===== config.mk =====
export PLATFORM = sky130hd
export DESIGN_NAME = spi_host_ctrl
export DESIGN_NICKNAME = d
export VERILOG_FILES = /design/src/rtl/spi_host_pkg.sv /design/src/rtl/spi_host_csdec.sv /design/src/rtl/spi_host_regs.sv /design/src/rtl/spi_host_shift.sv /design/src/rtl/spi_host_ctrl.sv
export SDC_FILE = /design/constraint.sdc
export NUM_CORES = 1
export LEC_CHECK = 0
export CAP_MARGIN = 20
export CORE_ASPECT_RATIO = 0.9
export CORE_UTILIZATION = 64
export CTS_CLUSTER_DIAMETER = 100
export CTS_CLUSTER_SIZE = 25
export DETAILED_ROUTE_END_ITERATION = 6
export DONT_BUFFER_PORTS = 1
export PLACE_DENSITY = 0.88
export REMOVE_ABC_BUFFERS = 1
export SLEW_MARGIN = 20
export SYNTH_ARGS = -nofsm -noshare
export SYNTH_HDL_FRONTEND = slang
export SYNTH_SLANG_ARGS = --single-unit
export TNS_END_PERCENT = 10

===== constraint.sdc =====
create_clock -name clk -period 1.9 [get_ports clk]
set_input_delay 0.19 -clock clk [delete_from_list [all_inputs] [get_ports clk]]
set_output_delay 0.19 -clock clk [all_outputs]
set_load 0.01 [all_outputs]

===== src/rtl/spi_host_pkg.sv =====
`timescale 1ns/1ps
package spi_host_pkg;
   localparam int unsigned OFF_CTRL   = 32'h00;
   localparam int unsigned OFF_CONF   = 32'h04;
   localparam int unsigned OFF_DOUT   = 32'h08;
   localparam int unsigned OFF_DIN    = 32'h0C;
   localparam int unsigned OFF_CAUSE  = 32'h10;
   localparam int unsigned OFF_TIMING = 32'h18;

   localparam int WORD_BITS = 16;

   // configuration bit positions
   localparam int CONF_WIDE  = 5;
   localparam int CONF_CPOL  = 11;
   localparam int CONF_CPHA  = 12;
   localparam int CONF_TXLSB = 13;
   localparam int CONF_RXLSB = 14;
   localparam int TIM_SMP    = 6;

   typedef struct packed {
      logic       wide;
      logic       cpol;
      logic       cpha;
      logic       tx_lsb;
      logic       rx_lsb;
      logic [1:0] smp;
   } xfer_cfg_t;

   typedef enum logic [1:0] {
      SH_IDLE  = 2'd0,
      SH_RUN   = 2'd1,
      SH_DRAIN = 2'd2
   } shift_state_e;

   // mirror the low 16 or low 8 bits of a word
   function automatic logic [WORD_BITS-1:0] flip_n(input logic [WORD_BITS-1:0] v,
                                                   input logic wide);
      logic [WORD_BITS-1:0] r;
      r = '0;
      if (wide) begin
         for (int i = 0; i < WORD_BITS; i++) r[WORD_BITS-1-i] = v[i];
      end else begin
         for (int i = 0; i < WORD_BITS/2; i++) r[WORD_BITS/2-1-i] = v[i];
      end
      return r;
   endfunction
endpackage


===== src/rtl/spi_host_csdec.sv =====
`timescale 1ns/1ps
module spi_host_csdec #(
   parameter int NUM_CS = 8,
   parameter int IDX_W  = 3
) (
   input  logic              en_i,
   input  logic [IDX_W-1:0]  idx_i,
   output logic [NUM_CS-1:0] cs_n_o
);
   if (NUM_CS < 2 || NUM_CS > 8) begin : g_bad_cs
      $error("spi_host_csdec: NUM_CS must be 2..8");
   end
   if ((1 << IDX_W) < NUM_CS) begin : g_bad_idx
      $error("spi_host_csdec: IDX_W too narrow");
   end

   for (genvar g = 0; g < NUM_CS; g++) begin : g_line
      assign cs_n_o[g] = !(en_i && (idx_i == IDX_W'(g)));
   end
endmodule


===== src/rtl/spi_host_regs.sv =====
`timescale 1ns/1ps
module spi_host_regs
   import spi_host_pkg::*;
#(
   parameter int ADDR_W = 8,
   parameter int DATA_W = 32,
   parameter int IDX_W  = 3
) (
   input  logic                 clk,
   input  logic                 rst_n,
   input  logic                 we_i,
   input  logic [ADDR_W-1:0]    addr_i,
   input  logic [DATA_W-1:0]    wdata_i,
   output logic [DATA_W-1:0]    rdata_o,
   input  logic                 busy_i,
   input  logic                 done_i,
   input  logic [WORD_BITS-1:0] rx_i,
   output xfer_cfg_t            cfg_o,
   output logic                 start_o,
   output logic [WORD_BITS-1:0] tx_o,
   output logic                 cs_en_o,
   output logic [IDX_W-1:0]     cs_idx_o
);
   if (DATA_W < 16) begin : g_bad_data
      $error("spi_host_regs: DATA_W must be at least 16");
   end
   if (IDX_W > 3 || IDX_W < 1) begin : g_bad_idx
      $error("spi_host_regs: select index field is 1..3 bits");
   end
   if (ADDR_W < 5) begin : g_bad_addr
      $error("spi_host_regs: ADDR_W too small for the register map");
   end

   logic hit_ctrl, hit_conf, hit_dout, hit_din, hit_cause, hit_tim;
   assign hit_ctrl  = (addr_i == ADDR_W'(OFF_CTRL));
   assign hit_conf  = (addr_i == ADDR_W'(OFF_CONF));
   assign hit_dout  = (addr_i == ADDR_W'(OFF_DOUT));
   assign hit_din   = (addr_i == ADDR_W'(OFF_DIN));
   assign hit_cause = (addr_i == ADDR_W'(OFF_CAUSE));
   assign hit_tim   = (addr_i == ADDR_W'(OFF_TIMING));

   logic                 en_q;
   logic [IDX_W-1:0]     idx_q;
   xfer_cfg_t            cfg_q;
   logic [WORD_BITS-1:0] dout_q;
   logic [WORD_BITS-1:0] din_q;
   logic                 cause_q;

   logic unused_wbits;
   assign unused_wbits = ^wdata_i;

   assign start_o = we_i && hit_dout && !busy_i;

   always_ff @(posedge clk or negedge rst_n) begin
      if (!rst_n) begin
         en_q    <= 1'b0;
         idx_q   <= '0;
         cfg_q   <= '{wide: 1'b0, cpol: 1'b0, cpha: 1'b0, tx_lsb: 1'b0,
                      rx_lsb: 1'b0, smp: 2'd1};
         dout_q  <= '0;
         din_q   <= '0;
         cause_q <= 1'b0;
      end else begin
         if (we_i && hit_ctrl) begin
            en_q  <= wdata_i[0];
            idx_q <= wdata_i[2 +: IDX_W];
         end
         if (we_i && hit_conf) begin
            cfg_q.wide   <= wdata_i[CONF_WIDE];
            cfg_q.cpol   <= wdata_i[CONF_CPOL];
            cfg_q.cpha   <= wdata_i[CONF_CPHA];
            cfg_q.tx_lsb <= wdata_i[CONF_TXLSB];
            cfg_q.rx_lsb <= wdata_i[CONF_RXLSB];
         end
         if (we_i && hit_tim) begin
            cfg_q.smp <= wdata_i[TIM_SMP +: 2];
         end
         if (start_o) begin
            dout_q <= wdata_i[WORD_BITS-1:0];
         end
         if (done_i) begin
            din_q   <= rx_i;
            cause_q <= 1'b1;
         end else if (we_i && hit_cause && !wdata_i[0]) begin
            cause_q <= 1'b0;
         end
      end
   end

   always_comb begin
      rdata_o = '0;
      if (hit_ctrl) begin
         rdata_o[0]          = en_q;
         rdata_o[2 +: IDX_W] = idx_q;
      end else if (hit_conf) begin
         rdata_o[CONF_WIDE]  = cfg_q.wide;
         rdata_o[CONF_CPOL]  = cfg_q.cpol;
         rdata_o[CONF_CPHA]  = cfg_q.cpha;
         rdata_o[CONF_TXLSB] = cfg_q.tx_lsb;
         rdata_o[CONF_RXLSB] = cfg_q.rx_lsb;
      end else if (hit_dout) begin
         rdata_o[WORD_BITS-1:0] = dout_q;
      end else if (hit_din) begin
         rdata_o[WORD_BITS-1:0] = din_q;
      end else if (hit_cause) begin
         rdata_o[0] = cause_q;
      end else if (hit_tim) begin
         rdata_o[TIM_SMP +: 2] = cfg_q.smp;
      end
   end

   assign cfg_o    = cfg_q;
   assign tx_o     = dout_q;
   assign cs_en_o  = en_q;
   assign cs_idx_o = idx_q;

   AST_BUSY_WRITE_HELD: assert property (@(posedge clk) disable iff (!rst_n)
      (busy_i && we_i && hit_dout) |=> $stable(dout_q));
   AST_CAUSE_ON_DONE: assert property (@(posedge clk) disable iff (!rst_n)
      done_i |=> cause_q);
   AST_DIN_ON_DONE: assert property (@(posedge clk) disable iff (!rst_n)
      done_i |=> (din_q == $past(rx_i)));
endmodule


===== src/rtl/spi_host_shift.sv =====
`timescale 1ns/1ps
module spi_host_shift
   import spi_host_pkg::*;
#(
   parameter int SMP_TAPS = 3
) (
   input  logic                 clk,
   input  logic                 rst_n,
   input  logic                 start_i,
   input  xfer_cfg_t            cfg_i,
   input  logic [WORD_BITS-1:0] tx_i,
   input  logic                 tick_i,
   input  logic                 miso_i,
   output logic                 sck_o,
   output logic                 mosi_o,
   output logic                 busy_o,
   output logic                 done_o,
   output logic [WORD_BITS-1:0] rx_o
);
   localparam int CNT_W = $clog2(2*WORD_BITS);

   if (SMP_TAPS < 3) begin : g_bad_taps
      $error("spi_host_shift: SMP_TAPS must cover the 2-bit delay field");
   end

   shift_state_e         st_q;
   xfer_cfg_t            cfg_q;
   logic [CNT_W-1:0]     cnt_q;
   logic [WORD_BITS-1:0] txsr_q;
   logic [WORD_BITS-1:0] rxsr_q;
   logic [WORD_BITS-1:0] rx_q;
   logic                 sck_q;
   logic [SMP_TAPS-1:0]  pipe_q;
   logic [1:0]           dcnt_q;
   logic                 done_q;

   logic                 running, lead, samp_edge, shift_edge, capture;
   logic [CNT_W-1:0]     last_cnt;
   logic [1:0]           dly;
   logic [WORD_BITS-1:0] rx_next, rx_raw, rx_res;
   logic [WORD_BITS-1:0] tx_ord, tx_load;

   assign running  = (st_q == SH_RUN);
   assign last_cnt = cfg_q.wide ? CNT_W'(2*WORD_BITS-1) : CNT_W'(WORD_BITS-1);
   assign lead     = !cnt_q[0];
   assign samp_edge  = tick_i && running && (cfg_q.cpha ? !lead : lead);
   assign shift_edge = tick_i && running &&
                       (cfg_q.cpha ? (lead && (cnt_q != '0)) : !lead);

   assign dly     = (cfg_q.smp == 2'd0) ? 2'd1 : cfg_q.smp;
   assign capture = pipe_q[int'(dly) - 1];
   assign rx_next = capture ? {rxsr_q[WORD_BITS-2:0], miso_i} : rxsr_q;
   assign rx_raw  = cfg_q.wide ? rx_next : {{(WORD_BITS/2){1'b0}}, rx_next[WORD_BITS/2-1:0]};
   assign rx_res  = cfg_q.rx_lsb ? flip_n(rx_raw, cfg_q.wide) : rx_raw;

   assign tx_ord  = cfg_i.tx_lsb ? flip_n(tx_i, cfg_i.wide) : tx_i;
   assign tx_load = cfg_i.wide ? tx_ord : {tx_ord[WORD_BITS/2-1:0], {(WORD_BITS/2){1'b0}}};

   always_ff @(posedge clk or negedge rst_n) begin
      if (!rst_n) begin
         st_q   <= SH_IDLE;
         cfg_q  <= '0;
         cnt_q  <= '0;
         txsr_q <= '0;
         rxsr_q <= '0;
         rx_q   <= '0;
         sck_q  <= 1'b0;
         pipe_q <= '0;
         dcnt_q <= '0;
         done_q <= 1'b0;
      end else begin
         done_q <= 1'b0;
         pipe_q <= {pipe_q[SMP_TAPS-2:0], samp_edge};
         rxsr_q <= rx_next;
         unique case (st_q)
            SH_IDLE: begin
               sck_q <= cfg_i.cpol;
               if (start_i) begin
                  cfg_q  <= cfg_i;
                  txsr_q <= tx_load;
                  rxsr_q <= '0;
                  cnt_q  <= '0;
                  pipe_q <= '0;
                  st_q   <= SH_RUN;
               end
            end
            SH_RUN: begin
               if (tick_i) begin
                  sck_q <= !sck_q;
                  cnt_q <= cnt_q + 1'b1;
                  if (shift_edge) txsr_q <= {txsr_q[WORD_BITS-2:0], 1'b0};
                  if (cnt_q == last_cnt) begin
                     st_q   <= SH_DRAIN;
                     dcnt_q <= dly;
                  end
               end
            end
            SH_DRAIN: begin
               if (dcnt_q == 2'd1) begin
                  st_q   <= SH_IDLE;
                  done_q <= 1'b1;
                  rx_q   <= rx_res;
               end else begin
                  dcnt_q <= dcnt_q - 1'b1;
               end
            end
            default: st_q <= SH_IDLE;
         endcase
      end
   end

   assign sck_o  = sck_q;
   assign mosi_o = txsr_q[WORD_BITS-1];
   assign busy_o = (st_q != SH_IDLE);
   assign done_o = done_q;
   assign rx_o   = rx_q;

   AST_DONE_PULSE: assert property (@(posedge clk) disable iff (!rst_n)
      done_q |=> !done_q);
   AST_SCK_HOME: assert property (@(posedge clk) disable iff (!rst_n)
      $fell(busy_o) |-> (sck_q == cfg_q.cpol));
   AST_SCK_TICK_ONLY: assert property (@(posedge clk) disable iff (!rst_n)
      (running && !tick_i) |=> $stable(sck_q));
   AST_NO_RESTART: assert property (@(posedge clk) disable iff (!rst_n)
      (running && start_i) |=> $stable(cfg_q));
endmodule


===== src/rtl/spi_host_ctrl.sv =====
`timescale 1ns/1ps
module spi_host_ctrl
   import spi_host_pkg::*;
#(
   parameter int ADDR_W   = 8,
   parameter int NUM_CS   = 8,
   parameter int SMP_TAPS = 3
) (
   input  logic              clk,
   input  logic              rst_n,
   input  logic              bus_we,
   input  logic [ADDR_W-1:0] bus_addr,
   input  logic [31:0]       bus_wdata,
   output logic [31:0]       bus_rdata,
   input  logic              sck_tick,
   output logic              spi_sck,
   output logic              spi_mosi,
   input  logic              spi_miso,
   output logic [NUM_CS-1:0] spi_cs_n
);
   localparam int DATA_W = 32;
   localparam int IDX_W  = (NUM_CS > 1) ? $clog2(NUM_CS) : 1;

   xfer_cfg_t            cfg;
   logic                 start, busy, done, cs_en;
   logic [IDX_W-1:0]     cs_idx;
   logic [WORD_BITS-1:0] tx_word, rx_word;

   spi_host_regs #(.ADDR_W(ADDR_W), .DATA_W(DATA_W), .IDX_W(IDX_W)) u_regs (
      .clk(clk), .rst_n(rst_n), .we_i(bus_we), .addr_i(bus_addr),
      .wdata_i(bus_wdata), .rdata_o(bus_rdata), .busy_i(busy), .done_i(done),
      .rx_i(rx_word), .cfg_o(cfg), .start_o(start), .tx_o(tx_word),
      .cs_en_o(cs_en), .cs_idx_o(cs_idx)
   );

   spi_host_shift #(.SMP_TAPS(SMP_TAPS)) u_shift (
      .clk(clk), .rst_n(rst_n), .start_i(start), .cfg_i(cfg),
      .tx_i(bus_wdata[WORD_BITS-1:0]), .tick_i(sck_tick), .miso_i(spi_miso),
      .sck_o(spi_sck), .mosi_o(spi_mosi), .busy_o(busy), .done_o(done),
      .rx_o(rx_word)
   );

   logic unused_tx;
   assign unused_tx = ^tx_word;

   spi_host_csdec #(.NUM_CS(NUM_CS), .IDX_W(IDX_W)) u_csdec (
      .en_i(cs_en), .idx_i(cs_idx), .cs_n_o(spi_cs_n)
   );

   AST_CS_SINGLE: assert property (@(posedge clk) disable iff (!rst_n)
      $onehot0(~spi_cs_n));
   AST_CS_QUIET: assert property (@(posedge clk) disable iff (!rst_n)
      !cs_en |-> (&spi_cs_n));
endmodule


== Word level (Yosys, flattened, before mapping) ==
Index checks and enable logic that the tools add are counted.

* ROM bits: 0
* Bits in writable memories: 0
* Word-level logic and storage cells: 156
* Output and inout port bits: 42
* Memories kept: 0
* Register bits: 111
* Latch bits: 0

* Multiplexer cells: 59
* Add/sub/neg operators: 3
* Reduce and logical (&&, ||, !) cells: 47
* Order comparisons: 1
* Shift-type cells: 0
* Div/mod/pow operators: 0
* Multiply operators: 0
* Bitwise gates (word level): 0
* Equality and inequality tests: 22

{| class="wikitable"
|+ Operators with widths
! cell !! number
|-
| $mux 16 || 11
|-
| $mux 8 || 5
|-
| $lt 32x4->1 const B || 1
|-
| $pmux 16 s2 || 1
|-
| $mux 5 || 6
|-
| $mux 2 || 11
|-
| $logic_and 1x1->1 || 19
|-
| $eq 8x4->1 const B || 2
|-
| $eq 8x5->1 const B || 2
|-
| $mux 1 || 15
|-
| $eq 3x3->1 const B || 4
|-
| $logic_not 1->1 || 12
|-
| $reduce_and 4->1 || 3
|-
| $mux 11 || 1
|-
| $ne 2x2->1 const B || 5
|-
| $pmux 5 s2 || 1
|-
| $mux 3 || 3
|-
| $eq 8x3->1 const B || 1
|-
| $logic_not 8->1 || 1
|-
| $reduce_bool 2->1 || 4
|-
| $eq 3x2->1 const B || 2
|-
| $pmux 2 s3 || 1
|-
| $reduce_and 2->1 || 3
|-
| $add 5x1->5 const B || 1
|-
| 15 further kinds || 17
|}

== Longest topological paths before layout ==
* Depth after elaboration: 10
* Depth in mapped cells: 8

== Hierarchy ==
A second synthesis with hierarchy kept.

* Cells, all modules: 592
* Area, all modules: 6119.6 sq um

{| class="wikitable"
|+ Modules (own cells, without submodules)
! module !! sequential area each (sq um) !! cells an instance !! instances !! area an instance (sq um)
|-
| spi_host_shift || 1676.6 || 408 || 1 || 3808.7
|-
| spi_host_regs || 1102.3 || 176 || 1 || 2234.6
|-
| spi_host_csdec || 0.0 || 8 || 1 || 76.3
|}

== Worst setup path after synthesis ==
Ideal clock, no wire load.

* Path kind: register to register
* Start point: register u_shift.st_q[0]
* End point: register u_shift.rx_q[6] (netlist: u_shift.rx_o[6])
* Path slack: 0.243 ns
* Arrival time: 1.526 ns
* Setup time: 0.131 ns
* Clock period less this slack: 1.657 ns
* Buffers on the path: 1
* Cell stages (with the launch flop): 7
* Cells stage by stage: dfrtp_1 > and2b_1 > nand2_1 > buf_4 > nor2_1 > o2bb2ai_1 > a21oi_1

* Cells in the longest elaborated chain, start to end: 2

{| class="wikitable"
|+ RTL lines
! element !! line !! source
|-
| from (decl) || spi_host_shift.sv:26 || <nowiki>shift_state_e st_q;</nowiki>
|-
| from (signal assigned) || spi_host_shift.sv:61 || <nowiki>st_q <= SH_IDLE;</nowiki>
|-
| from (signal assigned) || spi_host_shift.sv:84 || <nowiki>st_q <= SH_RUN;</nowiki>
|-
| from (signal assigned) || spi_host_shift.sv:93 || <nowiki>st_q <= SH_DRAIN;</nowiki>
|-
| $eq 2x2->1 || spi_host_shift.sv:75 || <nowiki>unique case (st_q)</nowiki>
|-
| $reduce_and 2->1 (no line) || n/a ||
|-
| to (signal assigned) || spi_host_shift.sv:102 || <nowiki>rx_q <= rx_res;</nowiki>
|-
| to (decl) || spi_host_shift.sv:31 || <nowiki>logic [WORD_BITS-1:0] rx_q;</nowiki>
|}

Every way passes these cells.
A chain may end at the register's enable or synchronous reset.

== Final worst setup path ==
* Start point: register u_regs.cfg_q (netlist bit u_regs.cfg_o[6])
* End point: output port bus_rdata[5]

* Cells in the longest elaborated chain, start to end: 2

{| class="wikitable"
|+ RTL lines
! element !! line !! source
|-
| from (decl) || spi_host_regs.sv:44 || <nowiki>xfer_cfg_t cfg_q;</nowiki>
|-
| from (signal assigned) || spi_host_regs.sv:58 || <nowiki>cfg_q <= '{wide: 1'b0, cpol: 1'b0, cpha: 1'b0, tx_lsb: 1'b0,</nowiki>
|-
| $mux 1 || spi_host_regs.sv:95 || <nowiki>end else if (hit_conf) begin</nowiki>
|-
| $mux 11 || spi_host_regs.sv:92 || <nowiki>if (hit_ctrl) begin</nowiki>
|-
| to (decl) || spi_host_ctrl.sv:14 || <nowiki>output logic [31:0] bus_rdata,</nowiki>
|}

Every way passes these cells.

==> out/qor.yml <==
critical_path:
  cp.required_ns: 1.71
  critPathBufInv: 0
  crit_family: "flip-flops"
  critical_path.max_fanout: 12
  crit_arrival_ns: 1.65
  cp_slowest_cell: "dfrtp_1"
  endpoint_kind: "output port"
  worstSetupPathType: "reg -> out"
  start_kind: "flip-flop"
  slowest_delay_ns: 0.77
  path_cells: "a22oi_1, nor2_1"
cts:
  numCtsBuffers: 9
  postCtsHoldBufs: 16
  htreeDepth: 3
  cts_sinks: 111
  clock_path_buffers: 2
  insertion_delay_ns: 0.39
  cts_tree: "done"
  clock-root-buffer: "clkbuf_8"
  clkTransAtPathRegs_ns: 0.11
synthesis:
  synth-edff-count: 0
  synth_cell_types: 55
  ys_seq_area_share_pct: 47.2
  async_flop_share_pct: 100
  synth_warnings: 0
  syn_area_sq_um: 5890
  synth_ff_type: "dfrtp_1"
  avgSynthCellArea_sq_um: 9.79
  synth-seq-cells: 111
  synthCells: 602
floorplan:
  fp-row-count: 32
  initial_core_util_pct: 67.2
  die_w_um: 103
  die_h_um: 93.0
  design.portCount: 87
  die_area_sq_um: 9590
  design.core.area_sq_um: 8770
timing:
  hold_slack_ns: -0.510
  setup_slack_ns: 0.0550
  rsz0062_at_grt: "true"
  finalSetupViolations: 0
  relSlewSlack_pct: 50.6
  fin_skew_ns: 0.0112
  period_share_pct: 97.1
  max_clock_freq_mhz: 542
  period_needed_ns: 1.84
  worst_slew_pin_slew_ns: 0.742
  drv_slew: 0
  finalHoldViolCount: 111
detailed_routing:
  drt_iter0_drc: 462
  drc: 0
  vias: 4902
  drt_wl_total_um: 15100
  routed_via_density: 6.48
  firstDrtPassIters: 5
  ant_nets: 0
  drt-wirelength-per-cell_um: 19.9
grt:
  overflow: 0
  grt_pass1_wl_um: 24100
  grt.total_usage_pct: 33.6
  grt_pass1_vias: 4775
  antenna_found_initial: 0
  grt_max_degree: 112
pwr:
  peakVddDrop_uv: 1090
  powerDensity_nw_per_um2: 1090
  p_leak_nw: 2.98
placed_design:
  numPortBuffers: 0
  routabilityCongestion: 0.876
  hpwl_um: 10300
  dpl_worst_slack_ns: -0.157
  placed_cell_area_sq_um: 6150
hold_path:
  min_path_type: "in -> async"
status:
  violations: "hold timing"
  status: "finished, violations left"
final_layout:
  n_fill_cell: 545
  drive_gt1_share_pct: 19.0
  stdcell_area_sq_um: 6560
  nNetsFinal: 681
  synthToLayoutAreaGrowth_pct: 11.4
  multiInputGateArea_sq_um: 2850
  fin_util_pct: 74.8
  diodes: 0
  regArea_sq_um: 2780
job:
  maxCapViolCount: 0
where the power goes:
| group | leakage [nW] | internal (mW) | switching (mW) | total (mW) |
|---|---|---|---|---|
| registers | 1.43 | 2.87 | 0.499 | 3.37 |
| logic | 1.45 | 1.02 | 1.20 | 2.22 |
| clock network | 0.107 | 0.753 | 0.837 | 1.59 |
| total | 2.98 | 4.64 | 2.54 | 7.18 |
cell type report:
type                       count  share of cell area, %
sequential                   111                   42.4
inverter                      16                  0.915
tap                          119                   2.27
timing repair buffer          57                   7.57
clock inverter                 6                   1.43
clock buffer                  10                   1.95
multi-input combinational    438                   43.5
cells in the final DEF (no fill, tap or decap), types with 18 or more instances in the layout:
cell / n
nor2_1: 57
mux2_2: 43
o21ai_0: 27
nand2_1: 111
dfrtp_1: 108
buf_4: 38
mux2i_1: 44
a21oi_1: 18
metrics by stage:
stage	setup TNS, ns	cells	power [mW]
4_1_cts	0	757	7.10
2_1_floorplan	-60.04	565	4.64
6_report	0	757	7.18
3_5_place_dp	-0.759	725	5.49
3_3_place_gp	-0.173	725	5.32
5_1_grt	-0.152	757	7.55
repair_timing:
item / in CTS / in global routing
hold endpoints to repair: 138 / 111
gates resized for setup: 1 / 6
buffers inserted: 0 / 0
setup endpoints to repair: 16 / 18
cell usage after synthesis (2+ instances only):
cell	count	area, sq um
o22a_1	2	17.5
buf_4	17	128
a221oi_1	7	61.3
o221ai_1	12	105
a31oi_1	3	18.8
nand3b_1	3	22.5
nand3_1	10	50.1
a21oi_2	5	43.8
nor2b_1	7	43.8
nand2_1	111	417
dfrtp_1	110	2750
a22oi_1	8	60.1
nand2b_1	3	18.8
a211oi_1	2	15.0
a311oi_1	5	43.8
o21ai_0	27	135
clkbuf_1	20	75.1
nor3b_1	3	22.5
buf_2	9	45.0
nor3_1	4	20.0
mux2i_1	45	450
ha_1	3	37.5
buf_1	4	15.0
nor4_1	2	12.5
inv_1	16	60.1
nand4_1	6	37.5
xnor2_1	2	17.5
a221oi_2	5	75.1
and2_1	3	18.8
mux2_2	43	484
o31ai_1	3	22.5
xor2_1	4	35.0
a21oi_1	19	95.1
nor2_1	57	214
buf_6	2	22.5
registers in the layout, summed over array words and instances, names as in the netlist, 3 cells and up:
name,flops
u_shift.pipe_q,3
u_regs.cs_idx_o,3
u_regs.tx_o,16
u_shift.cfg_q,5
u_regs.cfg_o,7
u_regs.din_q,16
u_shift.cnt_q,5
u_shift.txsr_q,16
u_shift.rx_o,16
u_shift.rxsr_q,16
logic make-up after synthesis:
logic type / Yosys count / synth area share, %
adder cells (fa/ha/maj): 3 / 0.637
multiplexers: 89 / 16.2
other: 1 / 0.0637
flip-flops: 111 / 47.2
AO/OA/AOI/OAI: 108 / 13.2
AND/OR/NAND/NOR: 216 / 15.9
buffers and inverters: 68 / 5.86
XOR/XNOR: 6 / 0.892
worst paths after layout:
| path | slack [ns] | to | from | depth (start not counted) |
|---|---|---|---|---|
| max | 0.06 | bus_rdata[5] | u_regs.cfg_o[6]$_DFFE_PN0P_ | 2 |
| min | -0.51 | u_shift.rxsr_q[14]$_DFF_PN0_ | rst_n | 0 |
| max reg2reg | 0.09 | u_shift.rx_o[8]$_DFFE_PN0P_ | u_shift.st_q[0]$_DFFE_PN0P_ | 7 |
| min reg2reg | 0.48 | u_regs.tx_o[10]$_DFFE_PN0P_ | u_regs.tx_o[10]$_DFFE_PN0P_ | 2 |
| max in group asynchronous | 2.19 | u_regs.cfg_o[0]$_DFFE_PN1P_ | rst_n | 0 |
| min in group clk | 0.01 | u_shift.rxsr_q[0]$_DFF_PN0_ | spi_miso | 2 |
routing by layer:
metal / track usage (%) / vias to the layer above / share of wire, %
li1: - / 2132 / -
met1: 44.5 / 2437 / 40
met2: 52.6 / 287 / 48
met3: 8.37 / 46 / 8.2
met4: 14.3 / 0 / 3.4
met5: 0 / - / 0
Power figures use the tool's default switching activity.
